<file path="src/rtl/vec_dispatch.sv">
module vec_dispatch #(
  parameter int NIRQ = 13
) (
  input  logic        clk,
  input  logic        rst_n,
  input  logic        disp_req,
  input  logic [15:0] cur_pc,
  input  logic        trap_act,
  input  logic        nmi_set,
  input  logic        nmi_clr,
  input  logic [12:0] irq_act,
  output logic        mem_rd,
  output logic [15:0] mem_addr,
  input  logic [7:0]  mem_rdata,
  output logic [15:0] pc_o,
  output logic        busy,
  output logic        done,
  output logic        nmi_pend
);
  localparam int NLINE   = NIRQ + 2;
  localparam int TOP     = 254;
  localparam logic [7:0] DEFAULT_OFF = 8'hE0;

  typedef enum logic [1:0] {S_IDLE, S_RDHI, S_RDLO, S_LAST} st_t;
  st_t st;

  logic [NLINE-1:0] act;
  logic [7:0]       sel_off;
  logic [7:0]       vhi;
  logic             accept;

  assign act    = {irq_act[NIRQ-1:0], nmi_pend, trap_act};
  assign busy   = (st != S_IDLE);
  assign accept = disp_req && !busy && !done;
  assign mem_rd = (st == S_RDHI) || (st == S_RDLO);
  assign mem_addr = {pc_o[15:1], st == S_RDLO};

  always_comb begin
    sel_off = DEFAULT_OFF;
    for (int i = NLINE - 1; i >= 0; i--)
      if (act[i]) sel_off = 8'(TOP - 2 * i);
  end

  always_ff @(posedge clk) begin
    if (!rst_n) nmi_pend <= 1'b0;
    else if (nmi_clr) nmi_pend <= 1'b0;
    else if (nmi_set) nmi_pend <= 1'b1;
  end

  always_ff @(posedge clk) begin
    if (!rst_n) begin
      st   <= S_IDLE;
      pc_o <= 16'h0000;
      vhi  <= 8'h00;
      done <= 1'b0;
    end else begin
      done <= 1'b0;
      case (st)
        S_IDLE: if (accept) begin
          pc_o <= {cur_pc[15:8], sel_off};
          st   <= S_RDHI;
        end
        S_RDHI: st <= S_RDLO;
        S_RDLO: begin
          vhi <= mem_rdata;
          st  <= S_LAST;
        end
        default: begin
          pc_o <= {vhi, mem_rdata};
          done <= 1'b1;
          st   <= S_IDLE;
        end
      endcase
    end
  end
endmodule


</file>
<file path="config.mk">
export PLATFORM = sky130hd
export DESIGN_NAME = vec_dispatch
export DESIGN_NICKNAME = d
export VERILOG_FILES = /design/src/rtl/vec_dispatch.sv
export SDC_FILE = /design/constraint.sdc
export NUM_CORES = 1
export LEC_CHECK = 0
export BUFFER_PORTS_ARGS = -buffer_cell sky130_fd_sc_hd__buf_2
export CORE_UTILIZATION = 41
export CTS_BUF_LIST = sky130_fd_sc_hd__clkbuf_8
export DETAILED_ROUTE_END_ITERATION = 12
export PLACE_DENSITY = 0.79
export RECOVER_POWER = 50
export SYNTH_ARGS = -nofsm -noshare
export SYNTH_HDL_FRONTEND = slang
export SYNTH_SLANG_ARGS = --single-unit
</file>
<file path="constraint.sdc">
create_clock -name clk -period 1.4 [get_ports clk]
set_input_delay 0.07 -clock clk [delete_from_list [all_inputs] [get_ports clk]]
set_output_delay 0.07 -clock clk [all_outputs]
set_load 0.005 [all_outputs]
</file>
Yosys cells after proc, flatten, opt, wreduce, memory -nomap -nowiden. Cells that the tools add are included.

Equal/unequal tests: 3. Muxes and demuxes: 20. Bitwise gates (word level): 2. Reduce and logical (&&, ||, !) cells: 11.

Operators with widths (count): 2-to-1 mux 8 bit (14); case mux 16 bit (2 select lines) (1); 2-to-1 mux 16 bit (1); case mux 2 bit (3 select lines) (1); 2-to-1 mux 2 bit (2); OR reduction 2 bit (2); OR reduction 3 bit (1); == test 2 x 1 -> 1 bit, second input constant (1); == test 2 bit, second input constant (1); logical AND 1 bit (2); logical NOT 1 bit (2); logical NOT 2 bit (1); != test 2 bit, second input constant (1); NOT 1 bit (2); AND reduction 2 bit (1); nonzero test 2 bit (1); logical OR 1 bit (1); 2-to-1 mux 1 bit (1).

Register bits after elaboration: 28. Input port bits: 43. Output and inout bits: 36. Word-level logic and storage cells: 41.

Logic depth before layout (Yosys ltp).
Depth after elaboration: 17. Gate-level depth with buffers: 7. Depth with buffers taken out: 6.

Worst setup path before layout. No wires, ideal clock.

Kind: register -> register. From: register st[0]. To: register pc_o[4]. Setup time: 76 ps. Arrival time: 1372 ps. Data required time: 1324 ps. Setup slack: -48 ps. Stages on the path, launching flop included: 7. Path buffers: 1. Clock period less this slack: 1448 ps. Cells stage by stage: dfxtp_1 -> inv_1 -> ha_1 -> a21oi_1 -> buf_2 -> o211ai_1 -> a21boi_0.

Cells in the longest elaborated chain, start to end: 6. Elaborated cells on any way between the ends: 12. Classes of those cells: eq/ne: 3; mux: 1; bitwise: 1; reduce/logical: 7.

Ends and longest elaborated chain: start: declaration (RTL line 25) `st_t st;`; start signal: assignment (RTL line 52) `st <= S_IDLE;`; start signal: assignment (RTL line 61) `st <= S_RDHI;`; start signal: assignment (RTL line 63) `S_RDHI: st <= S_RDLO;`; nonzero test 2 bit (RTL line 33) `assign busy = (st != S_IDLE);`; logical NOT 1 bit (RTL line 34) `assign accept = disp_req && !busy && !done;`; logical AND 1 bit (2 in a row) (RTL line 34); != test 2 bit (no source line); AND reduction 2 bit (no source line); end signal: assignment (RTL line 60) `pc_o <= {cur_pc[15:8], sel_off};`; end signal: assignment (RTL line 69) `pc_o <= {vhi, mem_rdata};`; end: declaration (RTL line 15) `output logic [15:0] pc_o,`.

Several ways; a longest one is shown, not always the timed one. A chain may end at the register's enable or synchronous reset.

Worst setup path in the final report.
From: register st[0]. To: register pc_o[3].

Same word-level chain as after synthesis.

==> results.ini <==
[placed_design]
dp_slack_ns = -0.0615
io_buffers = 70
dpl_cell_area_sq_um = 1800
gp_congestion = 0.841
place_hpwl_um = 2500

[hold_path]
whs_path_depth = 3
hold_path.class = primary input to register
hp-start = nmi_set

[route]
viasPerCell = 5.00
antenna_left = 0
drt_wl_total_um = 3420
drt_pass1_iterations = 4
wl_per_cell_um = 13.1
via_count = 1310
drcViolationCount = 0
drt_iter0_markers = 31

[sta]
report.final.slew_viol_count = 0
whs_ns = 0.0471
fin_crit_sh_pct = 97.0
setup_viol = 0
rsz0062_at_grt = yes
min_period_ns = 1.36
finClkSkew_ns = 0.00213
slew_headroom_pct = 76.4
worstMarginPinSlew_ns = 0.349
clock.fmax_mhz = 737
finalHoldViolations = 0
setup_ws_ns = 0.0424

[grt]
gr-usage-met3_pct = 1.45
grt_util_all_layers_pct = 18.9
grt_first_pass_wirelength_um = 5390
grt_antenna_before_repair = 0
overflow = 0
grt_max_degree = 19
met2_usage_pct = 33.3
top_usage_layer = met2
grtUsageMet1_pct = 24.7
grt_pass1_vias = 1196

[critical_path]
worstSetupStartpointType = register
arrival_ns = 1.58
critPathMaxStageDelay_ns = 0.34
cp-startpoint = st[0]
crit_required_ns = 1.62
critical_path_class = register to register
critical_path_depth = 6
cpMaxStageDelayCell = dfxtp_2
path_buf_inv = 1
crit_family = compound AO/OA/AOI/OAI gates
r2r_start = st[0]
crit_path_max_fanout = 6
path_cells = inv_2 > ha_4 > nand3b_1 > a21boi_1 > a311o_1 > a21boi_2
r2r_cells = 6
cp-end-kind = register

[cts]
clkTransAtPathRegs_ns = 0.10
clockBufferDepth = 2
root_buffer = clkbuf_8
cts_buffers = 3
h-tree-depth = 1
tritoncts = done
clk_latency_ns = 0.28
clock-sinks = 28

[synth]
synth.distinct_cells = 42
synthesis.area_sq_um = 1470
synth_seq_cells = 28
yosysSeqAreaShare_pct = 38.2
synth_fp_nets = 198
synthArstFlopShare_pct = 0
synth_edf_count = 0
synthCells = 152
avgSynthCellArea_sq_um = 9.66
yosys_warnings = 0
synth-main-ff-cell = dfxtp_1

[power]
cellPowerDensity_nw_per_um2 = 2180
p_leak_nw = 0.913
ir_drop_v = 0.000646
p_total_mw = 4.18

[die]
ioPinCount = 79
start_util_pct = 43.3
die-area_sq_um = 3820
die_h_um = 61.8
core_sq_um = 3390
placement_rows = 21
die_w_um = 61.8

[layout]
fin_util_pct = 56.5
multiInputGateArea_sq_um = 779
syn2layout_area_growth_pct = 30.5
diodes = 0
final_nets = 263
final_cell_area_sq_um = 1920
layout_commonest_cell = buf_2
regArea_sq_um = 563
drive_above_1_share_pct = 38.0
fillers = 305
final_cell_mix = 47 x buf_2, 26 x dfxtp_1, 24 x clkbuf_1

[outcome]
outcome = complete, no violations

[flow_run]
maxCapViolations = 0

path summary, 6_finish.rpt:
path,to,slack [ns]
max,pc_o[3],0.04
min,nmi_pend,0.05
max reg2reg,pc_o[3],0.04
min reg2reg,pc_o[3],0.49
stage by stage:
step | std cells | TNS [ns]
3_5_place_dp | 254 | -0.637
5_1_grt | 262 | -0.0603
3_3_place_gp | 254 | -0.250
2_1_floorplan | 152 | -0.0129
6_report | 262 | 0
4_1_cts | 262 | 0
state kept, by name, indices dropped and copies added, names as in the netlist:
| name | cells |
|---|---|
| pc_o | 16 |
| vhi | 8 |
| st | 2 |
| done | 1 |
| nmi_pend | 1 |
metal layers:
layer | part of all wire, % | wire length (um)
met2 | 51 | 1760
met4 | 1.2 | 42
met3 | 4.1 | 142
met1 | 43 | 1480
met5 | 0 | 0
cell families after synthesis:
group | Yosys count | synth area share, %
buf+inv | 28 | 11.4
flops | 28 | 38.2
simple gates | 44 | 17.3
mux | 17 | 11.7
compound gates | 32 | 18.8
fa+ha+maj | 3 | 2.56
synth_stat cells (all sizes together), types with 2 or more instances:
cell type  instances  area share, %
dfxtp             28             38
nor2b              9            3.8
inv                5            1.3
buf               20            9.4
a21oi              2           0.68
nor4               2            1.9
and2               2           0.85
o211a              8            5.5
mux2i             16             11
clkbuf             3           0.77
a21boi             3            1.8
nor3b              2            1.0
nand2b             4            2.2
nand2             12            3.1
a31oi              2           0.85
nor2               8            2.0
o221a              3            2.3
ha                 3            2.6
area by class of cell:
type | instances | area share [%]
inverter | 5 | 0.980
multi-input combinational | 96 | 40.7
sequential | 28 | 29.4
clock inverter | 1 | 1.57
tap | 46 | 3.00
timing repair buffer | 83 | 22.2
clock buffer | 3 | 2.16
what timing repair did:
action / CTS / global route
pin swaps: 2 / 5
endpoints found under the hold margin: 1 / 0
cloned: 1 / 0
gates resized for setup: 10 / 8
hold buffers: 1 / 0
setup endpoints to repair: 21 / 12
buffers inserted: 2 / 1
worst min-delay path: stages:
cell	delay, ns
buf_2	0.09
nor2_1	0.08
nor3b_1	0.05
power breakdown:
group | internal (mW) | switching, mW
sequential | 1.09 | 0.197
combinational | 1.16 | 1.08
clock | 0.383 | 0.266
total | 2.64 | 1.54
Note: power is estimated with default switching activity, not from simulation.
